===== config.mk =====
export PLATFORM = sky130hd
export DESIGN_NAME = int_fmul_pipe
export DESIGN_NICKNAME = d
export VERILOG_FILES = /design/src/rtl/fmul_pkg.sv /design/src/rtl/fmul_i2f.sv /design/src/rtl/fmul_core.sv /design/src/rtl/fmul_f2i.sv /design/src/rtl/int_fmul_pipe.sv
export SDC_FILE = /design/constraint.sdc
export NUM_CORES = 1
export LEC_CHECK = 0
export ABC_AREA = 0
export BUFFER_PORTS_ARGS = -buffer_cell sky130_fd_sc_hd__buf_4
export CORE_MARGIN = 10
export CORE_UTILIZATION = 65
export DETAILED_ROUTE_END_ITERATION = 10
export GPL_TIMING_DRIVEN = 0
export PLACE_DENSITY = 0.83
export SLEW_MARGIN = 30
export SYNTH_ARGS = -nofsm -noshare
export SYNTH_HDL_FRONTEND = slang
export SYNTH_HIERARCHICAL = 1
export SYNTH_SLANG_ARGS = --single-unit

===== constraint.sdc =====
create_clock -name clk -period 14.1 [get_ports clk]
set_clock_uncertainty 0.2 [all_clocks]
set_input_delay 2.115 -clock clk [delete_from_list [all_inputs] [get_ports clk]]
set_output_delay 2.115 -clock clk [all_outputs]
set_load 0.005 [all_outputs]

===== src/rtl/fmul_pkg.sv =====
package fmul_pkg;
  localparam int FLT_W   = 32;
  localparam int EXP_W   = 8;
  localparam int FRAC_W  = 23;
  localparam int MANT_W  = FRAC_W + 1;
  localparam int BIAS    = 127;
  localparam int EXP_TOP = (1 << EXP_W) - 1;
  typedef logic [FLT_W-1:0] flt_t;
endpackage


===== src/rtl/fmul_i2f.sv =====
module fmul_i2f
  import fmul_pkg::*;
#(
  parameter int LANES = 2,
  parameter int IW    = 16
) (
  input  logic                      clk,
  input  logic                      rst,
  input  logic                      adv,
  input  logic                      in_valid,
  input  logic [LANES-1:0][IW-1:0]  in_int,
  output logic                      out_valid,
  output flt_t [LANES-1:0]          out_flt
);
  localparam int PW = $clog2(IW);

  logic v1, v2, v3;

  always_ff @(posedge clk) begin
    if (rst) begin
      v1 <= 1'b0;
      v2 <= 1'b0;
      v3 <= 1'b0;
    end else if (adv) begin
      v1 <= in_valid;
      v2 <= v1;
      v3 <= v2;
    end
  end
  assign out_valid = v3;

  for (genvar g = 0; g < LANES; g++) begin : g_lane
    logic          s1_sign;
    logic [IW-1:0] s1_mag;
    logic [PW-1:0] msb_pos;
    logic [IW-1:0] shifted;
    logic          s2_sign;
    logic          s2_zero;
    logic [EXP_W-1:0] s2_exp;
    logic [IW-2:0] s2_frac;
    flt_t          s3_flt;

    always_comb begin
      msb_pos = '0;
      for (int i = 0; i < IW; i++) begin
        if (s1_mag[i]) msb_pos = PW'(i);
      end
      shifted = s1_mag << (PW'(IW - 1) - msb_pos);
    end

    always_ff @(posedge clk) begin
      if (adv) begin
        s1_sign <= in_int[g][IW-1];
        s1_mag  <= in_int[g][IW-1] ? (~in_int[g] + 1'b1) : in_int[g];
        s2_sign <= s1_sign;
        s2_zero <= ~shifted[IW-1];
        s2_exp  <= EXP_W'(BIAS) + EXP_W'(msb_pos);
        s2_frac <= shifted[IW-2:0];
        s3_flt  <= s2_zero ? '0 :
                   {s2_sign, s2_exp, FRAC_W'(s2_frac) << (FRAC_W - IW + 1)};
      end
    end

    assign out_flt[g] = s3_flt;

    AST_I2F_EXP_RANGE: assert property (@(posedge clk) disable iff (rst)
      (v3 && s3_flt[FLT_W-2:0] != '0) |->
        (s3_flt[FLT_W-2:FRAC_W] >= EXP_W'(BIAS) &&
         s3_flt[FLT_W-2:FRAC_W] <= EXP_W'(BIAS + IW - 1)));
    AST_I2F_POS_ZERO: assert property (@(posedge clk) disable iff (rst)
      (v3 && s3_flt[FLT_W-2:FRAC_W] == '0) |-> (s3_flt == '0));
  end
endmodule


===== src/rtl/fmul_core.sv =====
module fmul_core
  import fmul_pkg::*;
(
  input  logic clk,
  input  logic rst,
  input  logic adv,
  input  logic in_valid,
  input  flt_t in_a,
  input  flt_t in_b,
  output logic out_valid,
  output flt_t out_flt
);
  localparam int EW = EXP_W + 2;
  localparam int PRW = 2 * MANT_W;

  logic v1, v2, v3;
  logic s1_sign, s1_zero, s1_inf;
  logic signed [EW-1:0] s1_exp;
  logic [MANT_W-1:0] s1_ma, s1_mb;
  logic s2_sign, s2_zero, s2_inf;
  logic signed [EW-1:0] s2_exp;
  logic [PRW-1:0] s2_prod;
  flt_t s3_flt;

  logic [EXP_W-1:0] ea, eb;
  logic top;
  logic [MANT_W-1:0] mant;
  logic grd, stk, rnd;
  logic [MANT_W:0] mant_r;
  logic signed [EW:0] e_n, e_f;
  logic [FRAC_W-1:0] frac_f;
  flt_t res;

  assign ea = in_a[FLT_W-2:FRAC_W];
  assign eb = in_b[FLT_W-2:FRAC_W];

  always_ff @(posedge clk) begin
    if (rst) begin
      v1 <= 1'b0;
      v2 <= 1'b0;
      v3 <= 1'b0;
    end else if (adv) begin
      v1 <= in_valid;
      v2 <= v1;
      v3 <= v2;
    end
  end

  always_comb begin
    top = s2_prod[PRW-1];
    if (top) begin
      mant = s2_prod[PRW-1:MANT_W];
      grd  = s2_prod[MANT_W-1];
      stk  = |s2_prod[MANT_W-2:0];
    end else begin
      mant = s2_prod[PRW-2:MANT_W-1];
      grd  = s2_prod[MANT_W-2];
      stk  = |s2_prod[MANT_W-3:0];
    end
    rnd    = grd & (stk | mant[0]);
    mant_r = {1'b0, mant} + {{MANT_W{1'b0}}, rnd};
    frac_f = mant_r[MANT_W] ? mant_r[MANT_W-1:1] : mant_r[MANT_W-2:0];
    e_n    = {s2_exp[EW-1], s2_exp} + (top ? (EW+1)'(1) : (EW+1)'(0));
    e_f    = e_n + {{EW{1'b0}}, mant_r[MANT_W]};
    if (s2_zero)
      res = '0;
    else if (s2_inf || e_f >= (EW+1)'(EXP_TOP))
      res = {s2_sign, {EXP_W{1'b1}}, {FRAC_W{1'b0}}};
    else if (e_f <= (EW+1)'(0))
      res = '0;
    else
      res = {s2_sign, e_f[EXP_W-1:0], frac_f};
  end

  always_ff @(posedge clk) begin
    if (adv) begin
      s1_sign <= in_a[FLT_W-1] ^ in_b[FLT_W-1];
      s1_zero <= (ea == '0) | (eb == '0);
      s1_inf  <= (ea == EXP_W'(EXP_TOP)) | (eb == EXP_W'(EXP_TOP));
      s1_exp  <= $signed({2'b00, ea}) + $signed({2'b00, eb}) - EW'(BIAS);
      s1_ma   <= {1'b1, in_a[FRAC_W-1:0]};
      s1_mb   <= {1'b1, in_b[FRAC_W-1:0]};
      s2_sign <= s1_sign;
      s2_zero <= s1_zero;
      s2_inf  <= s1_inf;
      s2_exp  <= s1_exp;
      s2_prod <= s1_ma * s1_mb;
      s3_flt  <= res;
    end
  end

  assign out_valid = v3;
  assign out_flt   = s3_flt;

  AST_NO_DENORM: assert property (@(posedge clk) disable iff (rst)
    (v3 && s3_flt[FLT_W-2:FRAC_W] == '0) |-> (s3_flt[FRAC_W-1:0] == '0));
endmodule


===== src/rtl/fmul_f2i.sv =====
module fmul_f2i
  import fmul_pkg::*;
#(
  parameter int OW = 16
) (
  input  logic          clk,
  input  logic          rst,
  input  logic          adv,
  input  logic          in_valid,
  input  flt_t          in_flt,
  output logic          out_valid,
  output logic [OW-1:0] out_int
);
  localparam int FW = 2 * MANT_W;
  localparam logic [OW:0]   POS_LIM = {2'b00, {(OW-1){1'b1}}};
  localparam logic [OW:0]   NEG_LIM = {2'b01, {(OW-1){1'b0}}};
  localparam logic [OW-1:0] POS_SAT = {1'b0, {(OW-1){1'b1}}};
  localparam logic [OW-1:0] NEG_SAT = {1'b1, {(OW-1){1'b0}}};

  logic v1, v2;
  logic [EXP_W-1:0] e;
  int unsigned_e, ue, sh;
  logic [FW-1:0] fixd;
  logic sat_c, zero_c;

  logic s1_sign, s1_sat, s1_zero, s1_grd, s1_stk;
  logic [OW:0] s1_int;
  logic [OW:0] r;
  logic [OW-1:0] res;

  assign e = in_flt[FLT_W-2:FRAC_W];

  always_comb begin
    unsigned_e = int'(e);
    ue   = unsigned_e - BIAS;
    sh   = FRAC_W - ue;
    fixd = {1'b1, in_flt[FRAC_W-1:0], {MANT_W{1'b0}}} >> sh;
    sat_c  = (e == EXP_W'(EXP_TOP)) || (ue >= OW - 1);
    zero_c = (e == '0) || (ue < -1);
  end

  always_ff @(posedge clk) begin
    if (rst) begin
      v1 <= 1'b0;
      v2 <= 1'b0;
    end else if (adv) begin
      v1 <= in_valid;
      v2 <= v1;
    end
  end

  always_comb begin
    r = s1_int + {{OW{1'b0}}, s1_grd & (s1_stk | s1_int[0])};
    if (s1_zero)
      res = '0;
    else if (!s1_sign)
      res = (s1_sat || r > POS_LIM) ? POS_SAT : r[OW-1:0];
    else
      res = (s1_sat || r > NEG_LIM) ? NEG_SAT : OW'(~r + 1'b1);
  end

  always_ff @(posedge clk) begin
    if (adv) begin
      s1_sign <= in_flt[FLT_W-1];
      s1_zero <= zero_c;
      s1_sat  <= sat_c | (|fixd[FW-1:MANT_W+OW+1]);
      s1_int  <= fixd[MANT_W+OW:MANT_W];
      s1_grd  <= fixd[MANT_W-1];
      s1_stk  <= |fixd[MANT_W-2:0];
      out_int <= res;
    end
  end

  assign out_valid = v2;

  AST_SAT_ON_INF: assert property (@(posedge clk) disable iff (rst)
    (adv && in_valid && e == EXP_W'(EXP_TOP)) |=> s1_sat);
endmodule


===== src/rtl/int_fmul_pipe.sv =====
module int_fmul_pipe
  import fmul_pkg::*;
#(
  parameter int IW = 16,
  parameter int OW = 16
) (
  input  logic          clk,
  input  logic          rst,
  input  logic          in_valid,
  output logic          in_ready,
  input  logic [IW-1:0] in_a,
  input  logic [IW-1:0] in_b,
  output logic          out_valid,
  input  logic          out_ready,
  output logic [OW-1:0] out_data,
  output logic [31:0]   dbg_fa,
  output logic [31:0]   dbg_fb,
  output logic [31:0]   dbg_prod
);
  logic adv;
  logic cv_valid, mul_valid;
  flt_t [1:0] cv_flt;
  flt_t mul_flt;

  assign adv      = out_ready;
  assign in_ready = out_ready;

  fmul_i2f #(.LANES(2), .IW(IW)) u_i2f (
    .clk      (clk),
    .rst      (rst),
    .adv      (adv),
    .in_valid (in_valid),
    .in_int   ({in_b, in_a}),
    .out_valid(cv_valid),
    .out_flt  (cv_flt)
  );

  fmul_core u_mul (
    .clk      (clk),
    .rst      (rst),
    .adv      (adv),
    .in_valid (cv_valid),
    .in_a     (cv_flt[0]),
    .in_b     (cv_flt[1]),
    .out_valid(mul_valid),
    .out_flt  (mul_flt)
  );

  fmul_f2i #(.OW(OW)) u_f2i (
    .clk      (clk),
    .rst      (rst),
    .adv      (adv),
    .in_valid (mul_valid),
    .in_flt   (mul_flt),
    .out_valid(out_valid),
    .out_int  (out_data)
  );

  assign dbg_fa   = cv_flt[0];
  assign dbg_fb   = cv_flt[1];
  assign dbg_prod = mul_flt;

  AST_STALL_HOLD: assert property (@(posedge clk) disable iff (rst)
    !out_ready |=> ($stable(out_valid) && $stable(out_data)));
  AST_RESET_CLEAR: assert property (@(posedge clk) disable iff (rst)
    $past(rst) |-> !out_valid);
endmodule


==> summary.txt <==
Status
  • Outcome: completed

Setup path
  • Cell mode on critical path: fa_1
  • Arr. time, crit path: 8.96 ns
  • Critical Path Max Stage Delay: 0.62 ns
  • WP depth: 25
  • Slowest CP cell: clkbuf_1
  • CP Max Fanout: 10
  • R2R setup slack: 5.24 ns
  • Worst r2r src: u_mul/s1_mb[12]$_DFFE_PP_
  • Crit Path Class: reg -> reg
  • Critical path data required time: 14.21 ns
  • FF-to-FF End: u_mul/s2_prod[47]$_DFFE_PP_
  • Critical Path Start Type: flip-flop
  • CP Buf/Inv Count: 8
  • Worst setup EP type: flip-flop
  • Top delay family on crit path: adder cells
  • Reg2reg path depth: 25

Timing
  • Final slew viol count: 0
  • Fin crit period: 8.86 ns
  • Fin crit share: 0.628
  • Rel. slew slack: 0.386
  • RSZ-0062 raised after global routing: false
  • Setup TNS: 0 ns
  • Fmax: 0.113 GHz
  • Fin. Hold Viols: 0
  • Actual slew at the worst max-slew pin: 0.913 ns
  • Finish-stage setup viols: 0

Placement
  • Port Buffers: 133
  • GP Congestion: 1.03
  • Dpl cells: 4,704
  • Detailed placer's ending HPWL: 82.0 mm

Logic synthesis
  • Yosys warning count: 6
  • Async S/R FF share, synth: 0
  • Mapped Cells: 3,796
  • Post-synth EDFFs: 318
  • Post-synth top area cell: fa_1
  • Mapped cell area: 37,400 um^2
  • Synth top area share: 0.259
  • Flops & latches, synth: 326
  • Library cells used by synthesis: 111
  • Register area share after synthesis: 0.259
  • Predominant post-synthesis flop cell: edfxtp_1
  • Mean post-synth cell area: 9.86 um^2
  • Area contributors post-synth: fa_1 (26%), edfxtp_1 (26%), ha_1 (6.9%)

Clock tree
  • # H-tree levels: 2
  • Clk root buf: clkbuf_16
  • Worst skew pair latency: 0.57 ns
  • CTS tree: done
  • Postcts setup bufs: 0
  • Worst-path clk slew: 0.06 ns
  • Post-CTS Resized: 0
  • CTS Buffer Depth: 3
  • Total CTS buffers: 38
  • CTS Hold Bufs: 0
  • Sink Count: 326

Final layout
  • Fill cell count: 4,219
  • Multi-input logic area: 24,500 um^2
  • Reg area: 9710 um^2
  • Commonest non-fill, non-tap cell in the layout: inv_1
  • Layout area overhead: 9.21%
  • Fraction of layout cells with a size suffix above 1: 0.0896
  • Most frequent cells in the layout: inv_1 (637), fa_1 (484), nand2_1 (390)
  • Cell Count, Final, Fillers Out: 4,776
  • Net count, final: 4,713

GRT
  • Initial antenna violation count: 2
  • Grt peak-use layer: met2
  • M1 GR Usage: 0.373
  • Met3 GRT Util: 0.0772
  • First-pass GRT wire length: 163 mm
  • Met2 Track Usage GR: 0.508
  • GRT Total Usage: 0.310
  • Vias in the first global route: 29,400
  • Gr ovfl total: 0
  • Largest net degree at the start of global routing: 88

Routing
  • 1st-iter DRT viols: 2,849
  • WL final: 104 mm
  • DRC Markers: 0
  • Routed len/inst: 21.8 um
  • Post-DR vias/cell: 6.05
  • Vias: 28,900
  • Final ANT Viol Nets: 0
  • First-pass DRT Iterations: 8

Floorplanning
  • Row count: 87
  • Initial core utilization: 0.660
  • Die W: 260 um
  • Top-Level Pins: 150
  • Core area: 56,700 um^2
  • Die extent in y: 260 um
  • Die area: 67,600 um^2

Hold path
  • Hold Crit Depth: 0
  • HP Start: u_mul/s1_exp[2]$_DFFE_PP_
  • Hold Path Class: reg -> reg
  • Hold Path Sink: u_mul/s2_exp[2]$_DFFE_PP_

Run
  • MaxCap Viol Count: 0
[metal layers]
| metal | up-vias | part of all wire |
|---|---|---|
| met2 | 1560 | 0.48 |
| met4 | 2 | 0.059 |
| met3 | 369 | 0.098 |
| li1 | 12800 | - |
| met1 | 14200 | 0.37 |
| met5 | - | 0.00012 |
[final cells by class]
| type | instances | area share |
|---|---|---|
| buffer | 200 | 0.0214 |
| inverter | 648 | 0.0598 |
| sequential | 326 | 0.238 |
| antenna | 3 | 0.000184 |
| clock inverter | 30 | 0.00885 |
| clock buffer | 39 | 0.0234 |
| timing repair buffer | 137 | 0.0273 |
| tap | 756 | 0.0231 |
| multi-input combinational | 2637 | 0.598 |
[stage by stage]
stage	setup slack (ns)	area (um^2)	hold slack [ns]	utilization
final	5.24	40900	0.220	0.721
after global routing	5.04	40900	0.229	0.721
after CTS	5.44	40900	0.222	0.721
after detailed placement	5.61	39600	0.208	0.697
after global placement	5.69	39400	0.201	0.695
after floorplan	7.07	37500	0.200	-
[cell usage after synthesis, types with 13 or more instances]
master and n:
nor2b_1 62, o211ai_1 16, a21oi_1 114, a21o_1 34, or3_1 16, o21bai_1 18
mux4_2 13, nor4_1 27, nand3_1 50, nand2_1 390, o21ai_0 93, nor3b_1 14
o22ai_1 13, nand4_1 37, o31ai_1 17, buf_2 15, inv_1 637, mux2i_1 83
fa_1 484, nor2_1 178, a211oi_1 18, mux2_2 28, and3_1 19, ha_1 205
nor3_1 51, edfxtp_1 318, xnor2_1 94, buf_4 23, and2_1 260, clkbuf_1 145
xor2_1 42
[worst register-to-register path: stages, from the launching register on]
cell and delay [ns]:
edfxtp_1 0.31, clkbuf_1 0.54, clkbuf_1 0.63, nand2_1 0.16
fa_1 0.52, inv_1 0.05, fa_1 0.53, inv_1 0.05
fa_1 0.50, inv_1 0.05, fa_1 0.53, fa_1 0.58
fa_1 0.58, inv_1 0.06, fa_1 0.53, inv_1 0.04
ha_1 0.26, clkbuf_1 0.28, a21o_1 0.19, o21bai_1 0.18
or2_2 0.18, o22ai_1 0.06, a21oi_1 0.56, a21oi_1 0.29
o41ai_1 0.60, xnor2_1 0.11
[worst max path at each step]
stage                     slack (ns)                           to                       from
after global routing            5.04  u_mul/s2_prod[47]$_DFFE_PP_  u_mul/s1_mb[12]$_DFFE_PP_
after CTS                       5.44  u_mul/s2_prod[47]$_DFFE_PP_  u_mul/s1_mb[12]$_DFFE_PP_
after floorplan                 7.07  u_mul/s2_prod[46]$_DFFE_PP_  u_mul/s1_mb[17]$_DFFE_PP_
after detailed placement        5.61  u_mul/s2_prod[47]$_DFFE_PP_  u_mul/s1_mb[12]$_DFFE_PP_
after global placement          5.69  u_mul/s2_prod[47]$_DFFE_PP_  u_mul/s1_mb[12]$_DFFE_PP_
final                           5.24  u_mul/s2_prod[47]$_DFFE_PP_  u_mul/s1_mb[12]$_DFFE_PP_
[state kept, by name (all words and copies together), names as in the netlist, 10 cells and up]
signal,flops
u_i2f/g_lane.s2_exp,14
u_i2f/g_lane.s2_frac,30
u_i2f/g_lane.s1_mag,32
u_mul/out_flt,32
u_mul/s1_mb,23
u_i2f/g_lane.s3_flt,46
u_mul/s1_ma,23
u_f2i/s1_int,17
u_mul/s1_exp,10
u_f2i/out_int,16
u_mul/s2_prod,48
u_mul/s2_exp,10
[kinds of logic after synthesis]
family / synth area share
and+or+nand+nor: 0.161
buffers and inverters: 0.0887
adders and majority gates: 0.328
AOI/OAI and AO/OA: 0.0897
DFF: 0.259
xor gates and xnor gates: 0.0324
muxes: 0.0410
other: 0.000100
Power is left out: the tool's default activity adds up to more than one toggle a clock period on the data nets, which glitch-free logic cannot reach.
